## src/rtl/fuse_pkg.sv

```systemverilog
package fuse_pkg;

    typedef enum logic [1:0] {
        OP_NONE   = 2'd0,
        OP_READ   = 2'd1,
        OP_PROG   = 2'd2,
        OP_RELOAD = 2'd3
    } fuse_op_e;

    typedef enum logic [2:0] {
        ST_IDLE,
        ST_SETUP,
        ST_RLX_HEAD,
        ST_STROBE,
        ST_RLX_TAIL,
        ST_RELOAD
    } seq_state_e;

    localparam int REG_CTRL   = 0;
    localparam int REG_CLR    = 1;
    localparam int REG_TIME   = 2;
    localparam int REG_ADDR   = 3;
    localparam int REG_WDATA  = 4;
    localparam int REG_RDVAL  = 5;
    localparam int REG_SHADOW = 6;
    localparam int REG_LOCK   = 7;

endpackage

```

## src/rtl/fuse_array.sv

```systemverilog
module fuse_array #(
    parameter int NW = 8,
    parameter int DW = 32,
    parameter int AW = 3
) (
    input  logic          clk,
    input  logic          rst_n,
    input  logic          pgm_en,
    input  logic [AW-1:0] addr,
    input  logic [DW-1:0] wdata,
    output logic [DW-1:0] q
);

    logic [NW-1:0][DW-1:0] cells;

    always_ff @(posedge clk or negedge rst_n) begin
        if (!rst_n) begin
            cells <= '0;
        end else if (pgm_en) begin
            cells[addr] <= cells[addr] | wdata;
        end
    end

    assign q = cells[addr];


    cells_hold_chk: assert property (@(posedge clk) disable iff (!rst_n)
        !pgm_en |=> $stable(cells));

endmodule

```

## src/rtl/fuse_seq.sv

```systemverilog
module fuse_seq
    import fuse_pkg::*;
#(
    parameter int TW = 6,
    parameter int NW = 8,
    parameter int AW = 3
) (
    input  logic          clk,
    input  logic          rst_n,
    input  logic          start,
    input  fuse_op_e      op_in,
    input  logic [TW-1:0] setup_len,
    input  logic [TW-1:0] relax_len,
    input  logic [TW-1:0] act_m1,
    output fuse_op_e      op_cur,
    output logic          busy,
    output logic          strobe,
    output logic          active,
    output logic          capture,
    output logic          reload_we,
    output logic [AW-1:0] reload_idx
);

    localparam int CW = (TW > AW) ? TW : AW;

    seq_state_e    state, state_n;
    logic [CW-1:0] cnt, cnt_n;
    fuse_op_e      op_q, op_n;
    logic [TW-1:0] relax_l, act_l;

    // next state and counter
    always_comb begin
        state_n = state;
        cnt_n   = cnt;
        op_n    = op_q;
        unique case (state)
            ST_IDLE: begin
                if (start) begin
                    op_n = op_in;
                    if (op_in == OP_RELOAD) begin
                        state_n = ST_RELOAD;
                        cnt_n   = '0;
                    end else begin
                        state_n = ST_SETUP;
                        cnt_n   = CW'(setup_len);
                    end
                end
            end
            ST_SETUP: begin
                if (cnt == '0) begin
                    state_n = ST_RLX_HEAD;
                    cnt_n   = CW'(relax_l);
                end else begin
                    cnt_n = cnt - 1'b1;
                end
            end
            ST_RLX_HEAD: begin
                if (cnt == '0) begin
                    state_n = ST_STROBE;
                    cnt_n   = CW'(act_l);
                end else begin
                    cnt_n = cnt - 1'b1;
                end
            end
            ST_STROBE: begin
                if (cnt == '0) begin
                    state_n = ST_RLX_TAIL;
                    cnt_n   = CW'(relax_l);
                end else begin
                    cnt_n = cnt - 1'b1;
                end
            end
            ST_RLX_TAIL: begin
                if (cnt == '0) begin
                    state_n = ST_IDLE;
                end else begin
                    cnt_n = cnt - 1'b1;
                end
            end
            ST_RELOAD: begin
                if (cnt == CW'(NW - 1)) begin
                    state_n = ST_IDLE;
                end else begin
                    cnt_n = cnt + 1'b1;
                end
            end
            default: state_n = ST_IDLE;
        endcase
    end

    // state register
    always_ff @(posedge clk or negedge rst_n) begin
        if (!rst_n) begin
            state   <= ST_IDLE;
            cnt     <= '0;
            op_q    <= OP_NONE;
            relax_l <= '0;
            act_l   <= '0;
        end else begin
            state <= state_n;
            cnt   <= cnt_n;
            op_q  <= op_n;
            if (state == ST_IDLE && start) begin
                relax_l <= relax_len;
                act_l   <= act_m1;
            end
        end
    end

    // outputs
    always_comb begin
        busy       = (state != ST_IDLE);
        strobe     = (state == ST_RLX_HEAD) || (state == ST_STROBE) || (state == ST_RLX_TAIL);
        active     = (state == ST_STROBE);
        capture    = (state == ST_STROBE) && (cnt == '0);
        reload_we  = (state == ST_RELOAD);
        reload_idx = cnt[AW-1:0];
        op_cur     = op_q;
    end


    head_relax_chk: assert property (@(posedge clk) disable iff (!rst_n)
        $rose(active) |-> $past(strobe));


    tail_relax_chk: assert property (@(posedge clk) disable iff (!rst_n)
        $fell(active) |-> strobe);

endmodule

```

## src/rtl/fuse_ctl.sv

```systemverilog
module fuse_ctl
    import fuse_pkg::*;
#(
    parameter int NW        = 8,
    parameter int DW        = 32,
    parameter int TW        = 6,
    parameter int RAW       = 3,
    parameter int WAIT_RST  = 2,
    parameter int RELAX_RST = 1,
    parameter int PSTR_RST  = 9,
    parameter int RSTR_RST  = 6
) (
    input  logic           clk,
    input  logic           rst_n,
    input  logic           bus_we,
    input  logic [RAW-1:0] bus_addr,
    input  logic [DW-1:0]  bus_wdata,
    output logic [DW-1:0]  bus_rdata,
    output logic           fuse_strobe,
    output logic           fuse_active
);

    localparam int AW = $clog2(NW);
    localparam int SW = TW + 3;

    logic [TW-1:0] wait_q, relax_q, pstr_q, rstr_q;
    logic [AW-1:0] addr_q, addr_l;
    logic [DW-1:0] wdata_q, data_l, rdval_q;
    logic          err_q, ecc_l, lock_l;
    logic [NW-1:0] lock_q, pgmd_q;
    logic [NW-1:0][DW-1:0] shadow_q;

    fuse_op_e      cmd_op, op_cur;
    logic          cmd_wr, clr_hit, reject, start, pulse_ok;
    logic          busy, capture, reload_we, pgm_en;
    logic [AW-1:0] reload_idx, arr_addr;
    logic [DW-1:0] arr_q;
    logic [TW-1:0] strobe_sel, setup_sel, act_m1;
    logic signed [SW-1:0] act_s;

    // command decode and acceptance
    always_comb begin
        cmd_op     = fuse_op_e'(bus_wdata[1:0]);
        cmd_wr     = bus_we && (bus_addr == RAW'(REG_CTRL)) && (cmd_op != OP_NONE);
        clr_hit    = bus_we && (bus_addr == RAW'(REG_CLR)) && bus_wdata[1];
        strobe_sel = (cmd_op == OP_PROG) ? pstr_q : rstr_q;
        setup_sel  = (cmd_op == OP_PROG) ? relax_q : wait_q;
        act_s      = $signed({3'b000, strobe_sel}) - $signed({2'b00, relax_q, 1'b0})
                     - SW'(signed'(1));
        pulse_ok   = (act_s > 0);
        act_m1     = TW'(act_s - SW'(signed'(1)));
        reject     = busy
                  || ((cmd_op != OP_RELOAD) && !pulse_ok)
                  || ((cmd_op == OP_PROG) && lock_q[addr_q])
                  || ((cmd_op == OP_PROG) && bus_wdata[2] && pgmd_q[addr_q]);
        start      = cmd_wr && !reject;
    end

    fuse_seq #(.TW(TW), .NW(NW), .AW(AW)) u_seq (
        .clk        (clk),
        .rst_n      (rst_n),
        .start      (start),
        .op_in      (cmd_op),
        .setup_len  (setup_sel),
        .relax_len  (relax_q),
        .act_m1     (act_m1),
        .op_cur     (op_cur),
        .busy       (busy),
        .strobe     (fuse_strobe),
        .active     (fuse_active),
        .capture    (capture),
        .reload_we  (reload_we),
        .reload_idx (reload_idx)
    );

    assign pgm_en   = fuse_active && (op_cur == OP_PROG);
    assign arr_addr = reload_we ? reload_idx : addr_l;

    fuse_array #(.NW(NW), .DW(DW), .AW(AW)) u_array (
        .clk   (clk),
        .rst_n (rst_n),
        .pgm_en(pgm_en),
        .addr  (arr_addr),
        .wdata (data_l),
        .q     (arr_q)
    );

    // register file
    always_ff @(posedge clk or negedge rst_n) begin
        if (!rst_n) begin
            wait_q   <= TW'(WAIT_RST);
            relax_q  <= TW'(RELAX_RST);
            pstr_q   <= TW'(PSTR_RST);
            rstr_q   <= TW'(RSTR_RST);
            addr_q   <= '0;
            wdata_q  <= '0;
            rdval_q  <= '0;
            err_q    <= 1'b0;
            lock_q   <= '0;
            pgmd_q   <= '0;
            shadow_q <= '0;
            addr_l   <= '0;
            data_l   <= '0;
            ecc_l    <= 1'b0;
            lock_l   <= 1'b0;
        end else begin
            if (bus_we && bus_addr == RAW'(REG_TIME))
                {rstr_q, pstr_q, relax_q, wait_q} <= bus_wdata[4*TW-1:0];
            if (bus_we && bus_addr == RAW'(REG_ADDR))
                addr_q <= bus_wdata[AW-1:0];
            if (bus_we && bus_addr == RAW'(REG_WDATA))
                wdata_q <= bus_wdata;
            if (cmd_wr && reject)
                err_q <= 1'b1;
            else if (clr_hit)
                err_q <= 1'b0;
            if (start) begin
                addr_l <= addr_q;
                data_l <= wdata_q;
                ecc_l  <= bus_wdata[2];
                lock_l <= bus_wdata[3];
            end
            if (capture && op_cur == OP_READ)
                rdval_q <= arr_q;
            if (capture && op_cur == OP_PROG) begin
                pgmd_q[addr_l] <= 1'b1;
                if (lock_l)
                    lock_q[addr_l] <= 1'b1;
            end
            if (reload_we)
                shadow_q[reload_idx] <= arr_q;
        end
    end

    // read mux
    always_comb begin
        bus_rdata = '0;
        case (bus_addr)
            RAW'(REG_CTRL):   bus_rdata[1:0] = {err_q, busy};
            RAW'(REG_TIME):   bus_rdata[4*TW-1:0] = {rstr_q, pstr_q, relax_q, wait_q};
            RAW'(REG_ADDR):   bus_rdata[AW-1:0] = addr_q;
            RAW'(REG_WDATA):  bus_rdata = wdata_q;
            RAW'(REG_RDVAL):  bus_rdata = rdval_q;
            RAW'(REG_SHADOW): bus_rdata = shadow_q[addr_q];
            RAW'(REG_LOCK):   bus_rdata[NW-1:0] = lock_q;
            default:          bus_rdata = '0;
        endcase
    end


    err_sticky_chk: assert property (@(posedge clk) disable iff (!rst_n)
        (err_q && !clr_hit) |=> err_q);


    busy_cmd_chk: assert property (@(posedge clk) disable iff (!rst_n)
        (cmd_wr && busy) |=> err_q);


    lock_guard_chk: assert property (@(posedge clk) disable iff (!rst_n)
        (fuse_active && op_cur == OP_PROG) |-> !lock_q[addr_l]);


    once_guard_chk: assert property (@(posedge clk) disable iff (!rst_n)
        (fuse_active && op_cur == OP_PROG && ecc_l) |-> !pgmd_q[addr_l]);


    strobe_busy_chk: assert property (@(posedge clk) disable iff (!rst_n)
        fuse_strobe |-> busy);

endmodule

```

## config.mk

```make
export PLATFORM = sky130hd
export DESIGN_NAME = fuse_ctl
export DESIGN_NICKNAME = d
export VERILOG_FILES = /design/src/rtl/fuse_pkg.sv /design/src/rtl/fuse_array.sv /design/src/rtl/fuse_seq.sv /design/src/rtl/fuse_ctl.sv
export SDC_FILE = /design/constraint.sdc
export NUM_CORES = 1
export LEC_CHECK = 0
export BUFFER_PORTS_ARGS = -buffer_cell sky130_fd_sc_hd__buf_2
export CAP_MARGIN = 0
export CORE_UTILIZATION = 35
export CTS_CLUSTER_DIAMETER = 200
export DETAILED_ROUTE_END_ITERATION = 16
export PLACE_DENSITY = 0.58
export SLEW_MARGIN = 5
export SYNTH_ARGS = -nofsm -noshare
export SYNTH_HDL_FRONTEND = slang
export SYNTH_HIERARCHICAL = 1
export SYNTH_SLANG_ARGS = --single-unit
```

## constraint.sdc

```tcl
create_clock -name clk -period 5 [get_ports clk]
set_input_delay 0.25 -clock clk [delete_from_list [all_inputs] [get_ports clk]]
set_output_delay 0.25 -clock clk [all_outputs]
set_load 0.05 [all_outputs]
```

After elaboration in Yosys (flattened, before gate mapping)
Index checks and enable logic that the tools add are counted. W data, S select, Z words.

Register bits after elaboration: 679. Input port bits: 38. Output and inout port bits: 34. Logic and storage cells: 157.

Add/subtract/negate cells: 5. Magnitude comparators: 8. Eq/ne operators: 26. Mux-type cells: 41. Bitwise logic cells: 3. Reduce and logical (&&, ||, !) cells: 40.

Operators by type and width (count): $bwmux W256 (2); $bmux W32 S3 (2); $demux W32 S3 (2); $mux W32 (4); $pmux W16 S4 (1); $mux W6 (8); $or A32 B32 Y32 (1); $pmux W6 S5 (1); $pmux W5 S5 (1); $mux W3 (8); $pmux W8 S3 (1); $logic_and A1 B1 Y1 (21); $eq A3 B3 Y1 const B (6); $pmux W3 S6 (1); $lt A3 B4 Y1 const B (4); $or A8 B8 Y8 (2); $pmux W2 S7 (1); $eq A3 B2 Y1 const B (4); $ne A2 B1 Y1 const B (6); $ge A3 B1 Y1 const B (3); $gt A9 B1 Y1 const B (1); $sub A8 B2 Y9 const B (1); $sub A6 B7 Y8 (1); $add A6 B1 Y6 const B (1); 22 further kinds (40).

Depth between registers and ports, before layout
Gate-level depths: netlist of run 1.

Depth in word-level cells: 14. Gate-level depth with buffers: 21. Gate-level depth less buffers: 16.

Modules after synthesis
The synthesis of run 1 kept the hierarchy.

By module, submodules not included: fuse_ctl (times used 1, cells an instance 1239, area an instance 18267.5 um^2, seq. area each 10017.1 um^2); fuse_array (times used 1, cells an instance 1057, area an instance 11697.5 um^2, seq. area each 6406.1 um^2); fuse_seq (times used 1, cells an instance 156, area an instance 1500.2 um^2, seq. area each 575.6 um^2).

Worst setup path after synthesis of run 1
OpenSTA, ideal clock, no wires.

Path kind: in2reg. Start point: in bus_wdata[1]. End point: reg u_seq.op_q[0], in the netlist u_seq/op_cur[0]. Arrival: 4.243 ns. Required time: 4.875 ns. Slack: 0.632 ns. Cell stages on the path: 20. Path buffers: 6. Cell sequence: buf_2 -> nand2b_1 -> buf_6 -> clkbuf_1 -> mux2i_1 -> ha_1 -> inv_1 -> fa_1 -> inv_1 -> ha_1 -> and4bb_2 -> a311o_1 -> o31ai_2 -> a31o_2 -> a211oi_4 -> buf_6 -> and2_1 -> clkbuf_1 -> buf_2 -> mux2_2.

Longest elaborated chain between the ends: 13.

RTL lines: start, declared (line fuse_ctl.sv:17) `input logic [DW-1:0] bus_wdata,`; $eq A2 B2 Y1 (line fuse_ctl.sv:46, fuse_ctl.sv:54, fuse_ctl.sv:55); $mux W6 (line fuse_ctl.sv:46) `strobe_sel = (cmd_op == OP_PROG) ? pstr_q : rstr_q;`; $sub A6 B7 Y8 (line fuse_ctl.sv:48) `act_s = $signed({3'b000, strobe_sel}) - $signed({2'b00, relax_q, 1'b0})`; $sub A8 B2 Y9 (line fuse_ctl.sv:49) `- SW'(signed'(1));`; $gt A9 B1 Y1 (line fuse_ctl.sv:50) `pulse_ok = (act_s > 0);`; $logic_not A1 Y1 (line fuse_ctl.sv:53) `|| ((cmd_op != OP_RELOAD) && !pulse_ok)`; $logic_and A1 B1 Y1 (line fuse_ctl.sv:53); $logic_or A1 B1 Y1 (line fuse_ctl.sv:53); $logic_or A1 B1 Y1 (line fuse_ctl.sv:54) `|| ((cmd_op == OP_PROG) && lock_q[addr_q])`; $logic_or A1 B1 Y1 (line fuse_ctl.sv:55) `|| ((cmd_op == OP_PROG) && bus_wdata[2] && pgmd_q[addr_q]);`; $logic_not A1 Y1 (line fuse_ctl.sv:56) `start = cmd_wr && !reject;`; $logic_and A1 B1 Y1 (*) (line fuse_ctl.sv:56); net start (line fuse_ctl.sv:34) `logic cmd_wr, clr_hit, reject, start, pulse_ok;`; $reduce_and A2 Y1 (no source line) (*); end signal, assigned (line fuse_seq.sv:102) `op_q <= op_n;`; end, declared (line fuse_seq.sv:28) `fuse_op_e op_q, op_n;`.

Mark *: on every way through the listed nets, which the timed path passes. The rest lies on a longest branch. A chain may end at the register's enable or synchronous reset.

Worst setup path in the final report of run 1
Start point: reg u_seq.state[1]. End point: reg shadow_q[87] (netlist bit).

Longest elaborated chain between the ends: 5.

RTL lines: start, declared (line fuse_seq.sv:26) `seq_state_e state, state_n;`; start signal, assigned (line fuse_seq.sv:100) `state <= state_n;`; $eq A3 B3 Y1 (line fuse_seq.sv:116) `reload_we = (state == ST_RELOAD);`; net reload_we (line fuse_ctl.sv:35) `logic busy, capture, reload_we, pgm_en;`; $mux W3 (line fuse_ctl.sv:77) `assign arr_addr = reload_we ? reload_idx : addr_l;`; net arr_addr[0] (line fuse_ctl.sv:36) `logic [AW-1:0] reload_idx, arr_addr;`; $bmux W32 S3 (line fuse_array.sv:24) `assign q = cells[addr];`; $mux W32 (not written as such) (line fuse_array.sv:24); net arr_q[23] (line fuse_ctl.sv:37) `logic [DW-1:0] arr_q;`; $bwmux W256 (line fuse_ctl.sv:131) `shadow_q[reload_idx] <= arr_q;`; end signal, assigned by index (line fuse_ctl.sv:131); end, declared (line fuse_ctl.sv:31) `logic [NW-1:0][DW-1:0] shadow_q;`.

The timed path passes the listed nets, and every way through them passes these cells. The select of a mux whose other input is x is not followed.

==> results.yml, run 1 <==
hold_path:
  hp-class: "input pin to flop"
place:
  dpl.hpwl_um: 56900
  gp_congestion: 0.840
  io_buffers: 71
clock_network:
  cts_tree: "yes"
  cts_root_buffer: "clkbuf_16"
  cts_buffer_depth: 3
  numCtsBuffers: 74
  cts_resized: 0
  clkLatencyLatePin_ns: 0.62
  htree_levels: 3
  clkTransAtPathRegs_ns: 0.07
  clock_sinks: 679
routing:
  drc_errors: 0
  vias_per_cell: 5.56
  via_count: 20800
  ant_nets: 0
  drt-total-wl_um: 87000
  firstDrtPassIters: 7
  drt_iter0_markers: 1493
  routedWlPerCell_um: 23.2
grt:
  grt-busiest-layer: "met2"
  grt_pass1_vias: 22100
  grt_max_degree: 191
  antenna_found_initial: 6
  grt_util_met2_pct: 31.4
  grt_util_met3_pct: 2.94
  gr-usage-met1_pct: 26.8
  gr-usage-all-layers_pct: 19.4
  grt_pass1_wl_um: 135000
  grt_overflow: 0
timing:
  maxSlewHeadroom_pct: 5.70
  fin_crit_ns: 4.61
  worstMarginPinSlew_ns: 1.41
  period_share_pct: 92.2
  setup_viol: 0
  hold_viol_final: 0
  slew_violations: 0
  timing.fmax_mhz: 217
  rsz0062_at_grt: "false"
  tns_ns: 0
  clock_skew_ns: 0.0253
floorplanning:
  die_h_um: 302
  core_area_um2: 88600
  num_io_pins: 72
  initial_utilization_pct: 35.5
  die_area_um2: 91100
  row_count: 109
  die_w_um: 302
setup_path:
  worstPathArrival_ns: 5.11
  cp-end-kind: "flop"
  required_ns: 5.50
  crit_type: "flop to flop"
  slowest_stage: "o21ai_4"
  crit_path_cell_trace: "nand3b_1 > inv_1 > o21ai_4 > buf_4 > mux2_2 > a22oi_1 > o221ai_1 > mux2_2"
  worst-path-max-fanout: 30
  path_common_cell: "mux2_2"
  crit_path_max_incr_delay_ns: 0.98
  cp-start-kind: "flop"
power_and_ir_drop:
  internal_power_mw: 10.4
  power_frac_clock_pct: 37.9
  max-vdd-ir-drop_v: 0.000250
  combPwrFrac_pct: 19.6
  power.leakage_nw: 17.0
  switchingPower_mw: 4.73
  power_frac_seq_pct: 42.4
  total_power_mw: 15.1
  p_per_area_nw_per_um2: 422
  p_sw_share_pct: 31.2
synth:
  yosys.area.top_type: "dfrtp_1"
  yosysUniqueCellTypes: 79
  syn_nets: 2502
  yosys_most_used_dff: "dfrtp_1"
  synthTopCellsByArea: "dfrtp_1 (54%), mux2_2 (16%), mux4_2 (5.7%)"
  synth_seq_area_share_pct: 54.0
  syn_inst: 2452
  synth_edf_count: 0
  syn_area_um2: 31500
  avgSynthCellArea_um2: 12.8
  yosys_warnings: 6
  synthArstFlopShare_pct: 100
  yosys.area.top_type_share_pct: 53.5
  synth-seq-cells: 679
flow_run:
  drv_cap: 0
run_status:
  status: "finished clean"
finish:
  final_nets: 2561
  drive_gt1_share_pct: 32.9
  syn_to_final_growth_pct: 14.2
  final_common_cell: "dfrtp_1"
  most-common-layout-cells: "dfrtp_1 (670), mux2_2 (447), nand2_1 (183)"
  n_fill_cell: 8217
[critical path, delay by kind of cell, from the launching register on]
kind / cells / cell delay (ns)
AO/OA/AOI/OAI: 3 / 1.76
AND/OR/NAND/NOR: 1 / 0.30
flip-flops: 1 / 0.62
buffers and inverters: 2 / 0.81
multiplexers: 2 / 0.96
[cells by family after synthesis]
group / synth area share [%]
buffers and inverters: 3.14
muxes: 23.8
xor gates and xnor gates: 0.306
adders and majority gates: 0.501
DFF: 54.0
and+or+nand+nor: 6.09
AOI/OAI and AO/OA: 12.1
[repair_timing]
action	in CTS	in global routing
setup buffers	0	0
endpoints found under the hold margin	134	0
hold buffers	30	0
[cells in the mapped netlist, types with 4 or more instances]
| library cell | instances |
|---|---|
| and3_1 | 4 |
| a21oi_1 | 80 |
| nand3_1 | 10 |
| dfstp_2 | 6 |
| buf_6 | 13 |
| a21oi_2 | 8 |
| dfrtp_1 | 673 |
| and4b_1 | 4 |
| a22oi_1 | 68 |
| ha_1 | 11 |
| a41o_1 | 10 |
| o221ai_1 | 44 |
| buf_4 | 12 |
| nand4_1 | 4 |
| mux2i_1 | 64 |
| mux2_2 | 447 |
| xor2_1 | 6 |
| inv_1 | 21 |
| o21bai_1 | 23 |
| a21o_1 | 67 |
| a22o_1 | 5 |
| a221oi_1 | 23 |
| a31oi_1 | 24 |
| nor2b_1 | 22 |
| a311oi_1 | 4 |
| mux4_2 | 80 |
| nand2_1 | 183 |
| clkbuf_1 | 103 |
| nand2b_1 | 29 |
| and2_1 | 7 |
| a31o_2 | 5 |
| nand4b_1 | 6 |
| o21ai_0 | 140 |
| buf_1 | 9 |
| buf_2 | 48 |
| o22ai_1 | 4 |
| nor3_1 | 9 |
| a221oi_2 | 6 |
| a211oi_1 | 16 |
| xnor2_1 | 5 |
| nor2_1 | 94 |
[registers in the layout (all words and copies together) (netlist names)]
name	cells
u_seq/cnt	6
addr_q	3
lock_l	1
pstr_q	6
pgmd_q	8
data_l	32
shadow_q	256
u_seq/state	3
u_seq/relax_l	6
rdval_q	32
wdata_q	32
relax_q	6
rstr_q	6
u_seq/op_cur	2
u_seq/act_l	6
addr_l	3
wait_q	6
lock_q	8
u_array/cells	256
err_q	1
[path summary, 6_finish.rpt]
path | cells past startpoint | slack [ns] | startpoint | to
worst min register to register | 1 | 0.45 | u_array/cells[250] | u_array/cells[250]
worst min-delay path | 2 | 0.06 | bus_wdata[0] | u_seq/op_cur[0]
worst max-delay path | 8 | 0.39 | u_seq/state[1] | shadow_q[87]
min in group asynchronous | 2 | 0.26 | rst_n | u_array/cells[93]
worst max register to register | 8 | 0.39 | u_seq/state[1] | shadow_q[87]
max in group asynchronous | 3 | 3.15 | rst_n | shadow_q[176]
[routing by layer]
metal,wire [µm],vias to the layer above
li1,-,9185
met1,39200,11000
met2,41200,522
met3,4260,121
met4,2290,2
met5,10,-
[power groups by stage]
| stage | logic (mW) | registers (mW) | clock network [mW] |
|---|---|---|---|
| floorplan | 2.24 | 6.16 | 0 |
| global placement | 2.90 | 6.50 | 0 |
| detailed placement | 2.95 | 6.52 | 0 |
| CTS | 2.98 | 6.42 | 5.87 |
| global route | 3.22 | 6.48 | 6.10 |
| finish | 2.97 | 6.43 | 5.75 |
[stage by stage]
stage                     util [%]  setup slack [ns]  cell area, µm²  hold slack [ns]  cells
after CTS                     40.5             0.514           35900           0.0220   3735
after global placement        37.3             0.670           33000            0.328   3570
after global routing          40.5             0.177           35900           0.0599   3738
after floorplan                  -             0.632           31500          -0.0456   2452
final                         40.5             0.388           35900           0.0593   3741
after detailed placement      37.3             0.505           33000            0.345   3570
[cell type report]
| class | count | area, µm² | area share (%) |
|---|---|---|---|
| Clock inverter | 27 | 375 | 1.04 |
| Tap cell | 1165 | 1460 | 4.06 |
| Antenna cell | 6 | 15.0 | 0.0418 |
| Timing Repair Buffer | 169 | 1240 | 3.45 |
| Inverter | 22 | 82.6 | 0.230 |
| Clock buffer | 108 | 2200 | 6.12 |
| Multi-Input combinational cell | 1565 | 13600 | 37.7 |
| Sequential cell | 679 | 17000 | 47.3 |
Note: power is estimated with default switching activity, not from simulation.
==> run 2: changes to the inputs <==
- ABC_AREA: unset -> 1
==> results.yml, run 2 <==
grt:
  gr-usage-all-layers_pct: 22.3
  grt_max_degree: 131
  antenna_found_initial: 0
  grt_pass1_wl_um: 163000
  grt_pass1_vias: 26500
  grt_overflow: 0
routing:
  firstDrtPassIters: 5
  drc_errors: 0
  routedWlPerCell_um: 18.9
  ant_nets: 0
  via_count: 28200
  vias_per_cell: 5.09
  drt_iter0_markers: 2655
  drt-total-wl_um: 105000
power_and_ir_drop:
  power_frac_clock_pct: 34.8
  max-vdd-ir-drop_v: 0.000355
  combPwrFrac_pct: 25.4
  power.leakage_nw: 18.9
  switchingPower_mw: 5.82
  total_power_mw: 16.3
  power_frac_seq_pct: 39.7
  p_sw_share_pct: 35.7
  internal_power_mw: 10.5
  p_per_area_nw_per_um2: 440
finish:
  n_fill_cell: 9545
  top_regs: "shadow_q (256), u_array/cells (256)"
  final_common_cell: "nand2_1"
  syn_to_final_growth_pct: 13.1
  n_antenna_cell: 0
  drive_gt1_share_pct: 9.39
  most-common-layout-cells: "nand2_1 (1839), dfrtp_1 (670), o21ai_0 (467)"
  final_nets: 4299
floorplanning:
  initial_utilization_pct: 35.5
  row_count: 111
  die_area_um2: 94800
  die_w_um: 308
  num_io_pins: 72
  die_h_um: 308
  core_area_um2: 92200
setup_path:
  cp-end-kind: "flop"
  crit_path_cell_trace: "inv_2 > nor2_1 > nand2_2 > inv_2 > nand2_1 > o21ai_4 > buf_12 > nand2_2 > nor2_4 > buf_4 > inv_2 > nand2_1 > nand2_1"
  cp-start-kind: "flop"
  startpoint: "u_seq/state[2]"
  r2r_end: "u_array/cells[238]"
  crit_type: "flop to flop"
  worst-path-max-fanout: 130
  reg2reg_slack_ns: 1.11
  ff2ff_path_depth: 13
  endpoint: "u_array/cells[238]"
  required_ns: 5.50
  worstPathArrival_ns: 4.39
  r2r-start: "u_seq/state[2]"
  crit_path_max_incr_delay_ns: 0.58
  slowest_stage: "dfrtp_1"
clock_network:
  cts_tree: "yes"
  clock_sinks: 679
  numCtsBuffers: 76
  cts_resized: 0
  cts_root_buffer: "clkbuf_16"
  clkLatencyLatePin_ns: 0.62
  cts_buffer_depth: 3
  htree_levels: 3
  clkTransAtPathRegs_ns: 0.06
synth:
  yosys.area.top_type_share_pct: 51.4
  synth_edf_count: 0
  yosysUniqueCellTypes: 45
  synth-seq-cells: 679
  synth_most_common_cell: "nand2_1"
  synthArstFlopShare_pct: 100
  yosys_most_used_dff: "dfrtp_1"
  syn_nets: 4305
  synth_seq_area_share_pct: 51.9
  yosys.area.top_type: "dfrtp_1"
  synth_common_cells: "nand2_1 (1847), dfrtp_1 (673), o21ai_0 (469), inv_1 (285), nor2_1 (205)"
  syn_inst: 4255
  synthTopCellsByArea: "dfrtp_1 (51%), nand2_1 (21%), o21ai_0 (7.2%)"
  syn_area_um2: 32700
  avgSynthCellArea_um2: 7.70
  yosys_warnings: 6
hold_path:
  min_from: "bus_wdata[2]"
  hp-class: "input pin to flop"
flow_run:
  drv_cap: 0
timing:
  fin_crit_ns: 3.89
  slew_violations: 0
  worstMarginPinSlew_ns: 1.24
  period_share_pct: 77.7
  clock_skew_ns: 0.0203
  maxSlewHeadroom_pct: 17.0
  rsz0062_at_grt: "false"
  tns_ns: 0
  timing.fmax_mhz: 257
  holdWs_ns: 0.0621
  hold_viol_final: 0
  setup_viol: 0
run_status:
  status: "finished clean"
place:
  gp_congestion: 0.825
  io_buffers: 71
  dpl.hpwl_um: 62700
run 2: cell types whose count changed in the layout (fill, tap and decap cells not counted), moves of 33 or more:
cell     previous run  this run
mux2_2            447        20
nand3_2             0        36
mux4_2             80         0
a22oi_1            68         3
mux2i_1            64         1
nand3_1            10       136
nand4_1             4        52
nor2_1             94       205
nand2_1           183      1839
inv_2               0        54
a21oi_1            80        47
a21o_1             67         0
o21ai_0           137       467
inv_1              21       284
run 2: final cells by class:
cell class,instances,area [µm²],share of cell area (%)
sequential,679,17000,45.9
tap,1243,1560,4.20
inverter,341,1290,3.48
clock buffer,119,2300,6.20
clock inverter,12,193,0.520
timing repair buffer,157,1190,3.22
multi-input combinational,2994,13500,36.5
run 2: cell families after synthesis:
kind of cell / after synthesis / share of synthesized area, %
simple gates: 2320 / 28.7
flops: 679 / 51.9
compound gates: 634 / 10.8
buf+inv: 582 / 7.22
mux: 21 / 0.718
fa+ha+maj: 12 / 0.481
xor+xnor: 7 / 0.210
run 2: repair_timing:
item                       in CTS  in global routing
hold buffers                   32                  0
hold endpoints to repair      132                  0
buffers inserted                0                  0
setup endpoints to repair       0                  0
run 2: power by group through the flow:
stage	logic, mW	registers [mW]	clock network, mW
2_1_floorplan	2.93	6.31	0
3_3_place_gp	4.08	6.54	0
3_5_place_dp	4.10	6.55	0
4_1_cts	4.13	6.45	5.77
5_1_grt	4.59	6.52	5.98
6_report	4.14	6.47	5.67
run 2: critical path, delay by kind of cell (launching register included):
kind	cells	cell delay (ns)
AO/OA/AOI/OAI	1	0.18
buffers and inverters	5	1.80
flip-flops	1	0.58
AND/OR/NAND/NOR	7	1.13
run 2: per-stage QoR:
step                utilization [%]  instances  setup WS (ns)  instance area (µm²)
finish                         40.2       5545           1.11                37000
global route                   40.2       5545          0.825                37000
CTS                            40.2       5545           1.11                37000
detailed placement             37.1       5382           1.11                34200
global placement               37.1       5382           1.17                34200
floorplan                         -       4255           1.71                32700
run 2: worst min-delay path by stage:
stage | end | cells past startpoint
after floorplan | addr_l[0] | 0
after global placement | u_seq/act_l[3] | 1
after detailed placement | u_seq/act_l[3] | 1
after CTS | addr_q[2] | 3
after global routing | addr_q[2] | 3
final | wait_q[2] | 3
run 2: metal layers:
layer  track usage (%)  wire length [µm]  up-vias
li1                  -                 -    13500
met1              32.4             48300    13700
met2              34.6             47100      895
met3              3.10              7340      152
met4              6.27              2290        0
met5                 0                 0        -
==> run 3: changes to the inputs <==
- ABC_AREA: 1 -> 0
- PLACE_DENSITY: 0.58 -> 0.59
- clock period: 5 -> 3.3 ns (I/O delays scaled with it)
==> results.yml, run 3 (synthesis results as in run 1) <==
setup_path:
  cp-end-kind: "flop"
  worstPathArrival_ns: 3.92
  cp-start-kind: "flop"
  worst-path-max-fanout: 7
  crit_type: "flop to flop"
  required_ns: 3.79
floorplanning:
  die_w_um: 302
  core_area_um2: 88600
  row_count: 109
  die_h_um: 302
  die_area_um2: 91100
  num_io_pins: 72
  initial_utilization_pct: 35.5
finish:
  syn_to_final_growth_pct: 18.2
  final_common_cell: "dfrtp_1"
  final_nets: 2654
  drive_gt1_share_pct: 35.8
  most-common-layout-cells: "dfrtp_1 (670), mux2_2 (413), nand2_1 (182)"
  top_regs: "shadow_q (256), u_array/cells (256)"
clock_network:
  cts_buffer_depth: 3
  cts_tree: "yes"
  clkTransAtPathRegs_ns: 0.06
  numCtsBuffers: 76
  cts_root_buffer: "clkbuf_16"
  clock_sinks: 679
  htree_levels: 3
  clkLatencyLatePin_ns: 0.62
grt:
  antenna_found_initial: 4
  grt_pass1_wl_um: 137000
  grt_overflow: 0
  grt-busiest-layer: "met2"
  grt_util_met3_pct: 3.79
  gr-usage-all-layers_pct: 19.7
  grt_util_met2_pct: 31.4
  grt_pass1_vias: 22300
  gr-usage-met1_pct: 27.3
  grt_max_degree: 103
place:
  io_buffers: 71
  gp_congestion: 0.897
  dpl.hpwl_um: 60000
  place_ws_ns: -0.432
routing:
  via_count: 21200
  vias_per_cell: 5.54
  firstDrtPassIters: 8
  drt_iter0_markers: 1480
  routedWlPerCell_um: 23.3
  drc_errors: 0
  ant_nets: 0
  drt-total-wl_um: 89400
power_and_ir_drop:
  max-vdd-ir-drop_v: 0.000392
  power_frac_clock_pct: 36.1
  power.leakage_nw: 17.6
  switchingPower_mw: 7.43
  internal_power_mw: 16.1
  power_frac_seq_pct: 40.6
  p_per_area_nw_per_um2: 633
  combPwrFrac_pct: 23.3
  p_sw_share_pct: 31.6
timing:
  clock_skew_ns: 0.0271
  hold_viol_final: 0
  tns_ns: -2.70
  rsz0062_at_grt: "true"
  slew_violations: 0
  holdWs_ns: 0.0467
  timing.fmax_mhz: 292
  maxSlewHeadroom_pct: 30.9
  setup_ws_ns: -0.126
  fin_crit_ns: 3.43
  period_share_pct: 104
  setup_viol: 38
  worstMarginPinSlew_ns: 1.03
run_status:
  violations: "negative setup slack"
  status: "finished with violations"
flow_run:
  drv_cap: 0
hold_path:
  hp-class: "input pin to flop"
==> run 3: worst paths after layout <==
| check | start | endpoint | slack, ns | cells after the start |
|---|---|---|---|---|
| setup / recovery | rstr_q[1] | u_seq/cnt[3] | -0.13 | 17 |
| hold / removal | bus_wdata[0] | addr_q[0] | 0.05 | 3 |
| setup reg to reg | rstr_q[1] | u_seq/cnt[3] | -0.13 | 17 |
| hold reg to reg | u_array/cells[166] | u_array/cells[166] | 0.45 | 1 |
| max in group asynchronous | rst_n | wait_q[1] | 2.07 | 3 |
| min in group asynchronous | rst_n | u_array/cells[24] | 0.20 | 2 |
==> run 3: stage by stage <==
stage	power (mW)	instance area [µm²]	utilization [%]	cells
2_1_floorplan	12.8	31600	-	2452
3_3_place_gp	14.8	34000	38.3	3640
3_5_place_dp	14.9	34000	38.3	3640
4_1_cts	23.6	37000	41.8	3819
5_1_grt	24.5	37200	41.9	3829
6_report	23.5	37200	42.0	3831
==> run 3: routing by layer <==
metal | vias up | routed length, µm
li1 | 9371 | -
met1 | 11100 | 39700
met2 | 599 | 42200
met3 | 136 | 5360
met4 | 0 | 2170
met5 | - | 0
==> run 3: area by class of cell <==
type | instances | area (µm²)
timing repair buffer | 258 | 2330
inverter | 22 | 82.6
clock inverter | 27 | 283
fill | 8190 | 51500
antenna | 2 | 5.00
sequential | 679 | 17000
multi-input combinational | 1567 | 13800
tap | 1165 | 1460
clock buffer | 111 | 2240
==> run 3: timing repair <==
item | 4_1_cts | 5_1_grt
pin swaps | 9 | 5
gates cloned | 2 | 4
gates resized for setup | 28 | 5
hold buffers | 31 | 0
endpoints found under the hold margin | 114 | 0
buffers inserted | 8 | 6
endpoints found under the setup margin | 167 | 298
==> run 3: power by group through the flow <==
stage	clock network, mW	registers (mW)	logic [mW]
2_1_floorplan	0	9.34	3.49
3_3_place_gp	0	9.65	5.10
3_5_place_dp	0	9.67	5.20
4_1_cts	8.69	9.53	5.35
5_1_grt	9.03	9.62	5.89
6_report	8.49	9.55	5.49
==> run 3: critical path, stage by stage (launching register included) <==
cell	delay, ns
dfstp_2	0.53
mux2i_1	0.07
ha_2	0.20
inv_2	0.05
fa_1	0.43
inv_2	0.10
ha_4	0.12
and4bb_2	0.23
a311o_1	0.13
o31ai_2	0.07
a31o_2	0.23
a211oi_4	0.20
buf_6	0.15
nor4_2	0.04
a221o_2	0.39
buf_6	0.16
o21ai_2	0.10
o21ai_1	0.08
